<file path="config.mk">
export PLATFORM = sky130hd
export DESIGN_NAME = sysclk_prescaler
export DESIGN_NICKNAME = d
export VERILOG_FILES = /design/src/rtl/presc_pkg.sv /design/src/rtl/presc_unlock.sv /design/src/rtl/presc_divider.sv /design/src/rtl/sysclk_prescaler.sv
export SDC_FILE = /design/constraint.sdc
export NUM_CORES = 1
export LEC_CHECK = 0
export ABC_CLOCK_PERIOD_IN_PS = 1950
export BUFFER_PORTS_ARGS = -buffer_cell sky130_fd_sc_hd__buf_2
export CORE_MARGIN = 3
export CORE_UTILIZATION = 60
export CTS_BUF_LIST = sky130_fd_sc_hd__clkbuf_2
export DETAILED_ROUTE_END_ITERATION = 12
export PLACE_DENSITY = 0.86
export SYNTH_ARGS = -nofsm -noshare
export SYNTH_HDL_FRONTEND = slang
export SYNTH_SLANG_ARGS = --single-unit
</file>
<file path="constraint.sdc">
create_clock -name clk_i -period 1.95 [get_ports clk_i]
set_input_delay 0.2925 -clock clk_i [delete_from_list [all_inputs] [get_ports clk_i]]
set_output_delay 0.2925 -clock clk_i [all_outputs]
set_load 0.005 [all_outputs]
</file>
<file path="src/rtl/presc_pkg.sv">
package presc_pkg;
    // register layout and limits shared by the prescaler and its checker
    localparam int DATA_W   = 8;   // register port width
    localparam int CE_BIT   = 7;   // change-enable / window-open bit position
    localparam int SEL_W    = 4;   // division code field, bits SEL_W-1:0
    localparam int MAX_CODE = 8;   // largest legal code, divide by 2**MAX_CODE
    localparam int WIN_CYC  = 4;   // unlock window length in input cycles

    localparam int CNT_W = (MAX_CODE > 0) ? MAX_CODE : 1;
    localparam int WIN_W = $clog2(WIN_CYC + 1);

    localparam logic [DATA_W-1:0] UNLOCK_PAT = DATA_W'(1) << CE_BIT;
endpackage

</file>
<file path="src/rtl/presc_unlock.sv">
module presc_unlock #(
    parameter int DATA_W   = presc_pkg::DATA_W,
    parameter int CE_BIT   = presc_pkg::CE_BIT,
    parameter int SEL_W    = presc_pkg::SEL_W,
    parameter int MAX_CODE = presc_pkg::MAX_CODE,
    parameter int WIN_CYC  = presc_pkg::WIN_CYC
) (
    input  logic              clk_i,
    input  logic              rst_ni,
    input  logic              wr_en_i,
    input  logic [DATA_W-1:0] wr_data_i,
    output logic              acc_o,
    output logic [SEL_W-1:0]  acc_code_o,
    output logic [SEL_W-1:0]  sel_o,
    output logic              win_open_o
);
    localparam int WIN_W = $clog2(WIN_CYC + 1);
    localparam logic [DATA_W-1:0] UNLOCK_PAT = DATA_W'(1) << CE_BIT;

    typedef struct packed {
        logic [WIN_W-1:0] win;
        logic [SEL_W-1:0] sel;
    } unl_st_t;

    unl_st_t          st_q, st_d;
    logic             open_w;
    logic             acc_d;
    logic [SEL_W-1:0] code_w;

    always_comb begin
        st_d   = st_q;
        acc_d  = 1'b0;
        code_w = wr_data_i[SEL_W-1:0];
        open_w = (st_q.win != '0);
        if (wr_en_i) begin
            if (wr_data_i == UNLOCK_PAT) begin
                st_d.win = WIN_W'(WIN_CYC);
            end else begin
                // every other write ends the window, taken or not
                st_d.win = '0;
                if (open_w && !wr_data_i[CE_BIT] && (code_w <= SEL_W'(MAX_CODE))) begin
                    acc_d    = 1'b1;
                    st_d.sel = code_w;
                end
            end
        end else if (open_w) begin
            st_d.win = st_q.win - WIN_W'(1);
        end
    end

    always_ff @(posedge clk_i or negedge rst_ni) begin
        if (!rst_ni) begin
            st_q <= '0;
        end else begin
            st_q <= st_d;
        end
    end

    assign acc_o      = acc_d;
    assign acc_code_o = code_w;
    assign sel_o      = st_q.sel;
    assign win_open_o = open_w;
endmodule

</file>
<file path="src/rtl/presc_divider.sv">
module presc_divider #(
    parameter int SEL_W    = presc_pkg::SEL_W,
    parameter int MAX_CODE = presc_pkg::MAX_CODE
) (
    input  logic             clk_i,
    input  logic             rst_ni,
    input  logic             acc_i,
    input  logic [SEL_W-1:0] acc_code_i,
    output logic             ce_o
);
    localparam int CNT_W = (MAX_CODE > 0) ? MAX_CODE : 1;

    typedef struct packed {
        logic [CNT_W-1:0] cnt;
        logic [CNT_W-1:0] lim;
        logic             pend;
        logic [CNT_W-1:0] pend_lim;
        logic             ce;
    } div_st_t;

    // terminal count for each legal code: 2**code - 1
    logic [CNT_W-1:0] lim_tab [MAX_CODE+1];
    for (genvar g = 0; g <= MAX_CODE; g++) begin : g_lim
        assign lim_tab[g] = CNT_W'((64'd1 << g) - 64'd1);
    end

    div_st_t          st_q, st_d;
    logic [SEL_W-1:0] code_c;

    always_comb begin
        st_d   = st_q;
        code_c = (acc_code_i > SEL_W'(MAX_CODE)) ? '0 : acc_code_i;
        if (st_q.ce) begin
            // a period ends here: the only point where the limit may move
            st_d.cnt = '0;
            if (st_q.pend) begin
                st_d.lim  = st_q.pend_lim;
                st_d.pend = 1'b0;
            end
        end else begin
            st_d.cnt = st_q.cnt + CNT_W'(1);
        end
        if (acc_i) begin
            st_d.pend     = 1'b1;
            st_d.pend_lim = lim_tab[code_c];
        end
        st_d.ce = (st_d.cnt == st_d.lim);
    end

    always_ff @(posedge clk_i or negedge rst_ni) begin
        if (!rst_ni) begin
            st_q     <= '0;
            st_q.ce  <= 1'b1;
        end else begin
            st_q <= st_d;
        end
    end

    assign ce_o = st_q.ce;
endmodule

</file>
<file path="src/rtl/sysclk_prescaler.sv">
module sysclk_prescaler import presc_pkg::*; #(
    parameter int P_DATA_W   = DATA_W,
    parameter int P_CE_BIT   = CE_BIT,
    parameter int P_SEL_W    = SEL_W,
    parameter int P_MAX_CODE = MAX_CODE,
    parameter int P_WIN_CYC  = WIN_CYC
) (
    input  logic                clk_i,
    input  logic                rst_ni,
    input  logic                wr_en_i,
    input  logic [P_DATA_W-1:0] wr_data_i,
    output logic [P_DATA_W-1:0] rd_data_o,
    output logic                ce_o
);
    logic               acc;
    logic [P_SEL_W-1:0] acc_code;
    logic [P_SEL_W-1:0] sel;
    logic               win_open;

    presc_unlock #(
        .DATA_W   (P_DATA_W),
        .CE_BIT   (P_CE_BIT),
        .SEL_W    (P_SEL_W),
        .MAX_CODE (P_MAX_CODE),
        .WIN_CYC  (P_WIN_CYC)
    ) u_unlock (
        .clk_i      (clk_i),
        .rst_ni     (rst_ni),
        .wr_en_i    (wr_en_i),
        .wr_data_i  (wr_data_i),
        .acc_o      (acc),
        .acc_code_o (acc_code),
        .sel_o      (sel),
        .win_open_o (win_open)
    );

    presc_divider #(
        .SEL_W    (P_SEL_W),
        .MAX_CODE (P_MAX_CODE)
    ) u_divider (
        .clk_i      (clk_i),
        .rst_ni     (rst_ni),
        .acc_i      (acc),
        .acc_code_i (acc_code),
        .ce_o       (ce_o)
    );

    always_comb begin
        rd_data_o                = '0;
        rd_data_o[P_CE_BIT]      = win_open;
        rd_data_o[P_SEL_W-1:0]   = sel;
    end
endmodule

</file>
# After elaboration in Yosys (flattened, before gate mapping)
# Memory sizes are Yosys's and may differ from the RTL's.
# Index checks and enable logic that the tools add are counted.
# totals
reg_bits	33
rom_bits	128
in_bits	11
out_inout_bits	9
elab_cells	37
mem_count	1
# op_classes
addsub	2
order_cmp	3
eq_ne	2
muxes	13
n_bitwise	2
n_reduce_logical	7
# mem_list
name	words	width	rd	rd_ports_with_merged_regs	write_ports	line	rtl
(no name shown)	16	8	1	0	0	presc_divider.sv:45	st_d.pend_lim = lim_tab[code_c];
# op_table
operator	count
9-bit 2-to-1 mux	3
8-bit 2-to-1 mux	3
3-bit 2-to-1 mux	3
8-bit by 1-bit adder with 8-bit output, second input constant	1
8-bit == test	1
8-bit == test, second input constant	1
5-bit greater-or-equal comparator, second input constant	1
4-bit inverter with 5-bit output	1
4-bit > comparator, second input constant	1
4-bit less-or-equal comparator, second input constant	1
4-bit 2-to-1 mux	1
2-bit nonzero test	2
1-bit 2-to-1 mux	3
3-bit AND reduction	1
3-bit nonzero test	1
3-bit by 1-bit subtractor with 3-bit output, second input constant	1
1-bit logical AND	2
1-bit logical NOT	1
1-bit inverter	1

# Logic depth before layout (Yosys ltp)
# Gate-level depths: netlist (run 1).
# logic_depth
depth_word	7
mapped_depth	8
ltp_nobuf	7

# By module
# From an unflattened synthesis (run 1), not the netlist that was laid out.
# hier_totals
cells_unflattened	170
area_unflattened_um2	1781.7
# by_module_without_submodules
mod	n_inst	cells_per_inst	area_per_inst_um2	seq_area_each_um2
presc_divider	1	124	1303.8	651.9
presc_unlock	1	41	444.2	175.2
sysclk_prescaler	1	5	33.8	0.0

# Worst setup path after synthesis (run 1)
# OpenSTA, ideal clock, no wires.
# synth_timing
kind	register to register
from	register u_unlock.st_q[4] in the netlist's numbering
to	register u_unlock.st_q (netlist bit u_unlock.sel_o[0])
setup_ps	128
t_arrival_ps	1567
required_ps	1822
slack_ps	255
path_stages_with_launch	8
n_path_buf	1
synth_period_minus_slack_ps	1695
path_cell_list	dfrtp_1 -> inv_1 -> ha_1 -> nand2b_1 -> nand3b_1 -> a21o_1 -> buf_2 -> mux2_1
# synth_via
elab_chain_len	4
# synth_lines
element	line	rtl
start: declaration	presc_unlock.sv:25	unl_st_t st_q, st_d;
start signal: assignment	presc_unlock.sv:55	st_q <= st_d;
3-bit nonzero test	presc_unlock.sv:34	open_w = (st_q.win != '0);
via u_unlock.win_open_o	presc_unlock.sv:15	output logic win_open_o
1-bit logical AND (2 in a row)	presc_unlock.sv:41	if (open_w && !wr_data_i[CE_BIT] && (code_w <= SEL_W'(MAX_CODE))) begin
3-bit AND reduction (no line)	n/a	
# The timed path passes the listed nets, and every way through them passes these cells.
# A chain may end at the register's enable or synchronous reset.

==> results of run 1 <==
power by group through the flow:
stage	Clock, mW	Sequential (mW)	Combinational, mW
3_5_place_dp	0	0.927	0.388
2_1_floorplan	0	0.897	0.345
3_3_place_gp	0	0.915	0.374
4_1_cts	0.322	0.914	0.393
5_1_grt	0.356	0.929	0.449
6_report	0.313	0.912	0.387
per-layer routing:
metal	track usage, %	wire (um)
met3	4.79	102
met2	33.9	1500
met1	25.9	1340
met4	10.7	72
met5	0	0
cell usage after synthesis (2+ instances only):
master and instances:
mux2_2 7, ha_1 3, mux2_1 2, a22oi_1 2, nand2_1 10, xnor2_1 6, inv_1 7, clkbuf_1 4
nand3_1 4, a21oi_1 6, nor2b_1 2, xor2_1 5, o21ai_1 3, nor2_1 19, o21ai_0 12, nand4_1 3
dfrtp_1 32, or3_1 3, nor3_1 4, buf_4 9
cell usage in the layout, fill, tap and decap left out, types with 2 or more instances in the layout:
master | Yosys | layout
xor2_1 | 5 | 5
clkbuf_2 | 0 | 6
dfrtp_1 | 32 | 32
o21ai_0 | 12 | 12
nor3_1 | 4 | 4
conb_1 | 1 | 3
nor2b_1 | 2 | 2
clkinv_2 | 0 | 2
ha_1 | 3 | 3
mux2_2 | 7 | 7
nand3_1 | 4 | 4
buf_2 | 1 | 16
nand2_1 | 10 | 10
a22oi_1 | 2 | 2
a21oi_1 | 6 | 6
o21ai_1 | 3 | 3
or3_1 | 3 | 3
nor2_1 | 19 | 19
mux2_1 | 2 | 2
inv_1 | 7 | 7
buf_4 | 9 | 3
xnor2_1 | 6 | 6
nand4_1 | 3 | 3
cells by family after synthesis:
| group | share of synthesized area [%] |
|---|---|
| AO/OA/AOI/OAI | 12.5 |
| XOR/XNOR | 7.08 |
| adder cells (fa/ha/maj) | 2.21 |
| buffers and inverters | 7.38 |
| flip-flops | 48.8 |
| multiplexers | 6.57 |
| other | 0.221 |
| AND/OR/NAND/NOR | 15.2 |
critical path: cells and delay by family (launching register included):
family	cells	cell delay, ps
flops	1	470
compound gates	2	430
xor+xnor	2	420
fa+ha+maj	1	270
simple gates	1	130
timing repair:
| item | in CTS | in global routing |
|---|---|---|
| hold endpoints to repair | 32 | 0 |
| gates resized for setup | 0 | 0 |
| buffers inserted | 0 | 0 |
| hold buffers | 1 | 0 |
flip-flops by register name (all words and copies together), names as in the netlist:
name            flops
u_divider.st_q     25
u_divider.ce_o      1
u_unlock.st_q       3
u_unlock.sel_o      4
worst paths after layout:
kind / startpoint / to / depth (start not counted) / slack (ps)
setup / recovery: u_divider.st_q[18] / u_divider.ce_o / 6 / 160
hold / removal: wr_en_i / u_unlock.st_q[4] / 2 / 100
setup reg to reg: u_divider.st_q[18] / u_divider.ce_o / 6 / 160
hold reg to reg: u_unlock.sel_o[0] / u_unlock.sel_o[0] / 1 / 510
max in group asynchronous: rst_ni / u_divider.st_q[20] / 2 / 1000
min in group asynchronous: rst_ni / u_divider.st_q[12] / 2 / 480
layout make-up:
cell class                 count  area [sq um]
clock buffer                   6          30.0
clock inverter                 2          10.0
fill                         203           796
inverter                       7          26.3
multi-input combinational    114           751
sequential                    33           827
tap                           30          37.5
timing repair buffer          20           113
==> impl_metrics.tcl, run 1 <==
set metrics [dict create \
    cts_buffers 5 \
    rsz0062_at_grt "false" \
    avgRoutedWirePerCell_um 14.3 \
    postPlaceCellArea_sq_um 1740 \
    worst_slack_ps 155 \
    grt_pass1_wl_mm 5.42 \
    cp_max_fo 6 \
    gp_congestion 0.855 \
    pwr-share-clk_pct 19.4 \
    powerDensity_nw_per_um2 898 \
    route.detailed.drc 0 \
    ir_drop_mv 0.704 \
    ys_ff_latch 33 \
    grt_pass1_vias 1213 \
    max_freq_mhz 557 \
    synth.distinct_cells 44 \
    grt_max_degree 34 \
    slew_headroom_pct 52.4 \
    final.setup.tns_ps 0 \
    p_int_mw 1.10 \
    drt-total-wl_mm 3.02 \
    detailroute.via_count 1202 \
    crit_path_end_kind "register" \
    cp_slowest_stage_delay_ps 470 \
    drt_iter0_drc 73 \
    clock_latency_ps 370 \
    swShare_pct 31.9 \
    cp_cell_sequence "ha_1 -> xnor2_1 -> xor2_1 -> a21oi_1 -> a2111o_1 -> nor4_2" \
    first_pass_iters 4 \
    setup_viol 0 \
    avgSynthCellArea_sq_um 10.2 \
    die_h_um 59.2 \
    avgViaCountPerCell 5.67 \
    fin_skew_ps 16.6 \
    instances_no_fill 212 \
    required_ps 2230 \
    floorplan.die_area_sq_um 3500 \
    layout_min_cycle_time_ps 1790 \
    cts.sinks 33 \
    track_usage_pct 20.8 \
    yosys_warnings 0 \
    p_seq_share_pct 56.6 \
    dpl.hpwl_mm 2.25 \
    ios 20 \
    design_area_sq_um 1790 \
    p_comb_share_pct 24.0 \
    synthCells 167 \
    p_total_mw 1.61 \
    status "finished clean" \
    cts_root_buffer "clkbuf_2" \
    cellLeakagePower_nw 0.851 \
    yosys-top-cells-area "dfrtp_1 47%, mux2_2 4.6%, nor2_1 4.2%, buf_4 4.0%, o21ai_0 3.5%" \
    drive_above_1_share_pct 21.4 \
    antenna_found_initial 0 \
    synth_top_area_cell "dfrtp_1" \
    synth_ff_type "dfrtp_1" \
    cts_buffer_depth 2 \
    fin_crit_sh_pct 92.0 \
    switchingPower_mw 0.513 \
    synth_area_sq_um 1700 \
    critical_path_class "reg2reg" \
    final_util_pct 69.3 \
    slowest_stage "dfrtp_1" \
    synth_sequential_area_ratio_pct 48.8 \
    hold_class "in2reg" \
    clk_pin_slew_ps 170 \
    die_w_um 59.2 \
    antenna_left 0 \
    finalHoldViolCount 0 \
    rows 18 \
    critPathArrivalTime_ps 2080 \
    drv_cap 0 \
    area_growth_pct 5.83 \
    hold_ws_ps 103 \
    dp_cells 203 \
    layout.nets 195 \
    core_area_sq_um 2590 \
    synth-edff-count 0 \
    n_antenna_cell 0 \
    tightest_slew_ps 714 \
    grt_overflow 0 \
    initial_core_util_pct 65.5 \
    htreeDepth 2 \
    critPathLaunchType "register" \
    yosysTopAreaCellShare_pct 47.2 \
    portBuffers 16 \
    slew_violations 0 \
    place_ws_ps 190 \
    cts_tree "done" \
    synthArstFlopShare_pct 100 \
]
Note: power is estimated with default switching activity, not from simulation.
==> inputs of run 2 (changes only) <==
- CORE_MARGIN: 3 -> 10
- RECOVER_POWER: unset -> 100
==> impl_metrics.tcl, run 2 (synthesized netlist as in run 1, its figures left out) <==
set metrics [dict create \
    cp_slowest_stage_delay_ps 420 \
    slew_violations 0 \
    clock_latency_ps 390 \
    clk_pin_slew_ps 180 \
    layout_min_cycle_time_ps 1800 \
    cts.sinks 33 \
    slowest_stage "dfrtp_1" \
    cp_max_fo 10 \
    grt_pass1_vias 1239 \
    cts_tree "done" \
    slew_headroom_pct 48.4 \
    fin_skew_ps 16.8 \
    finalHoldViolCount 0 \
    hold_path_depth 2 \
    fin_crit_sh_pct 92.2 \
    die_h_um 73.2 \
    cts_root_buffer "clkbuf_2" \
    path_buf_inv 1 \
    layout.nets 195 \
    avgRoutedWirePerCell_um 15.8 \
    cp_cell_sequence "inv_1 -> ha_1 -> nand2b_1 -> nand3b_1 -> a21o_1 -> mux2_1" \
    avgViaCountPerCell 5.72 \
    final.setup.tns_ps 0 \
    die_w_um 73.2 \
    portBuffers 16 \
    largest_reg_flops 25 \
    rsz0062_at_grt "false" \
    r2r_setup_slack_ps 150 \
    critical_path_class "reg2reg" \
    htreeDepth 2 \
    crit_start "u_unlock.st_q[4]" \
    hold_class "in2reg" \
    track_usage_pct 13.6 \
    p_total_mw 1.77 \
    n_antenna_cell 0 \
    cellLeakagePower_nw 0.839 \
    cp.depth 6 \
    layout_commonest_cell "dfrtp_1" \
    max_freq_mhz 556 \
    drt-total-wl_mm 3.36 \
    whs_endpoint "u_unlock.st_q[4]" \
    min-delay-start "wr_en_i" \
    drv_cap 0 \
    antenna_found_initial 0 \
    antenna_left 0 \
    cts_buffer_depth 2 \
    postCtsSetupRepairBufs 0 \
    setup_viol 0 \
    status "finished clean" \
    reg2reg_to "u_unlock.sel_o[0]" \
    powerDensity_nw_per_um2 975 \
    detailroute.via_count 1218 \
    rr_worst_depth 6 \
    gp_congestion 0.912 \
    crit_path_end_kind "register" \
    critPathLaunchType "register" \
    initial_core_util_pct 62.0 \
    floorplan.die_area_sq_um 5350 \
    first_pass_iters 4 \
    rows 19 \
    tightest_slew_ps 774 \
    area_growth_pct 7.31 \
    ios 20 \
    layout_common_cells "32 x dfrtp_1, 18 x nor2_1, 15 x o21ai_0" \
    path_delay_family "flip-flops" \
    timing.rr.start "u_unlock.st_q[4]" \
    critPathArrivalTime_ps 2090 \
    route.detailed.drc 0 \
    ir_drop_mv 0.986 \
    grt_max_degree 34 \
    grt_overflow 0 \
    grt_pass1_wl_mm 5.73 \
    core_area_sq_um 2730 \
    required_ps 2240 \
    drive_above_1_share_pct 17.6 \
    cts_buffers 5 \
    dpl.hpwl_mm 2.51 \
    drt_iter0_drc 75 \
    regMostFlops "u_divider.st_q" \
]
## run 2: changes by cell type in the layout (fill, tap and decap cells not counted), sizes merged
cell / change
buf: -6
clkinv: -1
clkbuf: +5
clkinvlp: +1
bufinv: +1
## run 2: layer usage
metal	routed length [um]	global-route usage, %
met5	0	0
met4	83	6.12
met3	128	4.76
met2	1710	22.4
met1	1430	15.5
## run 2: layout make-up
type | count | area, sq um
Inverter | 7 | 26.3
Clock buffer | 5 | 25.0
Clock inverter | 3 | 46.3
Sequential cell | 33 | 827
Timing Repair Buffer | 20 | 103
Tap cell | 31 | 38.8
Fill cell | 210 | 915
Multi-Input combinational cell | 114 | 753
## run 2: worst max path at each step
| stage | endpoint | slack, ps |
|---|---|---|
| final | u_unlock.sel_o[0] | 150 |
| after global routing | u_unlock.sel_o[0] | 10 |
| after CTS | u_unlock.sel_o[0] | 140 |
| after detailed placement | u_divider.ce_o | 190 |
| after global placement | u_divider.ce_o | 250 |
| after floorplan | u_unlock.sel_o[0] | 260 |
## run 2: what timing repair did
item                                   in CTS  in global routing
gates resized for setup                     0                  1
endpoints found under the hold margin      32                  0
setup endpoints to repair                   0                  1
hold buffers                                1                  0
## run 2: power breakdown
| part | switching, mW | internal (mW) | leakage [nW] |
|---|---|---|---|
| Combinational | 0.220 | 0.173 | 0.391 |
| Sequential | 0.0881 | 0.824 | 0.409 |
| Clock | 0.251 | 0.218 | 0.0392 |
## run 2: stage by stage
| step | utilization, % | hold WS (ps) | cell area [sq um] | worst slack [ps] | cells |
|---|---|---|---|---|---|
| floorplan | - | -3.09 | 1700 | 255 | 169 |
| CTS | 66.8 | 80.3 | 1830 | 142 | 213 |
| finish | 66.5 | 115 | 1820 | 152 | 213 |
| global route | 66.5 | 89.1 | 1820 | 11.0 | 213 |
| global placement | 63.8 | 374 | 1750 | 255 | 204 |
| detailed placement | 63.8 | 383 | 1750 | 190 | 204 |
==> inputs of run 3 (changes only) <==
- PLACE_DENSITY: 0.86 -> 0.85
- SYNTH_HIERARCHICAL: unset -> 1
==> impl_metrics.tcl, run 3 <==
set metrics [dict create \
    grt_pass1_wl_mm 5.77 \
    cp_max_fo 4 \
    status "finished clean" \
    detailroute.via_count 1236 \
    slowest_stage "dfstp_2" \
    synthCells 170 \
    rsz0062_at_grt "false" \
    cts_tree "done" \
    synth_top_area_cell "dfrtp_1" \
    tightest_slew_ps 776 \
    track_usage_pct 13.6 \
    drv_cap 0 \
    ys_ff_latch 33 \
    hold_ws_ps 112 \
    powerDensity_nw_per_um2 886 \
    hold_path_depth 2 \
    ios 20 \
    n_antenna_cell 0 \
    path_delay_family "compound AO/OA/AOI/OAI gates" \
    cts.sinks 33 \
    cp_cell_sequence "nand2_4 -> mux2_4 -> xor3_1 -> o41a_1 -> a2111oi_2" \
    dpl.hpwl_mm 2.59 \
    finalHoldViolCount 0 \
    rr_worst_depth 5 \
    die_w_um 74.5 \
    ir_drop_mv 0.736 \
    antenna_left 0 \
    critical_path_class "reg2reg" \
    dr_wl_met2_mm 1.74 \
    cts_buffers 5 \
    layout_min_cycle_time_ps 1860 \
    grt_overflow 0 \
    floorplan.die_area_sq_um 5550 \
    endpoint "u_divider/ce_o" \
    synth_common_cells "32 x dfrtp_1, 23 x nor2_1, 12 x buf_4" \
    avgSynthCellArea_sq_um 10.5 \
    rows 19 \
    critPathLaunchType "register" \
    clock_latency_ps 370 \
    cp_slowest_stage_delay_ps 610 \
    grt_pass1_vias 1290 \
    routedLengthMet1_mm 1.39 \
    avgViaCountPerCell 5.70 \
    pwr-share-clk_pct 17.5 \
    routed.top_layer "met4" \
    dp_cells 206 \
    p_total_mw 1.66 \
    portBuffers 16 \
    drt-total-wl_mm 3.37 \
    synth_ff_type "dfrtp_1" \
    yosys-top-cells-area "dfrtp_1 45%, buf_4 5.1%, mux2_2 5.1%, nor2_1 4.8%, xnor2_1 2.9%" \
    fin_skew_ps 15.4 \
    yosys.cell_count.top_type "dfrtp_1" \
    p_int_mw 1.10 \
    setup_viol 0 \
    core_area_sq_um 2810 \
    drt_iter0_drc 83 \
    die_h_um 74.5 \
    cts_root_buffer "clkbuf_2" \
    grt_max_degree 34 \
    synthArstFlopShare_pct 100 \
    max_freq_mhz 536 \
    swShare_pct 33.5 \
    regMostFlops "u_divider/st_q" \
    antenna_found_initial 0 \
    reg2reg_to "u_divider/ce_o" \
    crit_path_end_kind "register" \
    drive_above_1_share_pct 21.0 \
    layout_common_cells "32 x dfrtp_1, 22 x nor2_1, 9 x buf_2, 9 x inv_1, 8 x o21ai_0" \
    gp_congestion 0.792 \
    final.setup.tns_ps 0 \
    fin_crit_sh_pct 95.6 \
    largest_reg_flops 25 \
    yosys_warnings 6 \
    required_ps 2220 \
    cts_buffer_depth 2 \
    hold_class "in2reg" \
    synth_sequential_area_ratio_pct 46.4 \
    path_buf_inv 0 \
    switchingPower_mw 0.556 \
    yosysTopAreaCellShare_pct 44.9 \
    p_comb_share_pct 25.8 \
    synth-edff-count 0 \
    clk_pin_slew_ps 160 \
    avgRoutedWirePerCell_um 15.5 \
    slew_headroom_pct 48.3 \
    route.detailed.drc 0 \
    instances_no_fill 217 \
    synth.distinct_cells 46 \
    crit_start "u_divider/ce_o" \
    area_growth_pct 5.13 \
    critPathArrivalTime_ps 2140 \
    timing.rr.start "u_divider/ce_o" \
    synth_area_sq_um 1780 \
    cellLeakagePower_nw 0.881 \
    layout_commonest_cell "dfrtp_1" \
    first_pass_iters 4 \
    cp.depth 5 \
    dr_wl_met3_um 152 \
    r2r_setup_slack_ps 90 \
    layout.nets 199 \
    htreeDepth 2 \
    slew_violations 0 \
    p_seq_share_pct 56.7 \
    initial_core_util_pct 63.5 \
]
[run 3: layer usage]
layer  vias up  GRT usage (%)
met2        21           22.9
li1        605              -
met4         0           7.14
met5         -              0
met1       600           14.5
met3        10           5.32
[run 3: metrics by stage]
step           setup slack, ps  utilization (%)  area [sq um]
6_report                  85.0             66.8          1870
5_1_grt                   9.58             66.8          1870
4_1_cts                   40.9             66.6          1870
3_5_place_dp              74.7             64.9          1820
3_3_place_gp               135             64.9          1820
2_1_floorplan             27.0                -          1800
[run 3: area by class of cell]
type	count	area (sq um)
Fill cell	235	932
Sequential cell	33	827
Multi-Input combinational cell	112	797
Timing Repair Buffer	24	139
Tap cell	31	38.8
Inverter	9	33.8
Clock buffer	5	25.0
Clock inverter	3	12.5
[run 3: cell families after synthesis]
kind of cell | Yosys count | share of synthesized area (%)
and+or+nand+nor | 48 | 14.8
AOI/OAI and AO/OA | 36 | 14.3
DFF | 33 | 46.4
buffers and inverters | 27 | 8.92
xor gates and xnor gates | 11 | 6.25
muxes | 11 | 7.02
adders and majority gates | 3 | 2.11
other | 1 | 0.210
[run 3: what timing repair did]
item / CTS / global route
resized for setup: 0 / 4
buffers inserted: 0 / 2
endpoints found under the setup margin: 0 / 1
hold buffers: 1 / 0
hold endpoints to repair: 32 / 0
[run 3: worst min-delay path by stage]
stage | startpoint | end | slack (ps)
5_1_grt | wr_en_i | u_unlock/st_q[4] | 90
2_1_floorplan | rst_ni | u_divider/st_q[10] | -3
3_5_place_dp | rst_ni | u_divider/st_q[25] | 380
4_1_cts | wr_en_i | u_unlock/st_q[4] | 90
6_report | wr_en_i | u_unlock/st_q[4] | 110
3_3_place_gp | rst_ni | u_divider/st_q[23] | 370
[run 3: power by group through the flow]
stage	clock (mW)	sequential, mW	combinational, mW
finish	0.290	0.941	0.428
global route	0.335	0.958	0.496
CTS	0.307	0.941	0.481
detailed placement	0	0.955	0.476
global placement	0	0.939	0.440
floorplan	0	0.917	0.459
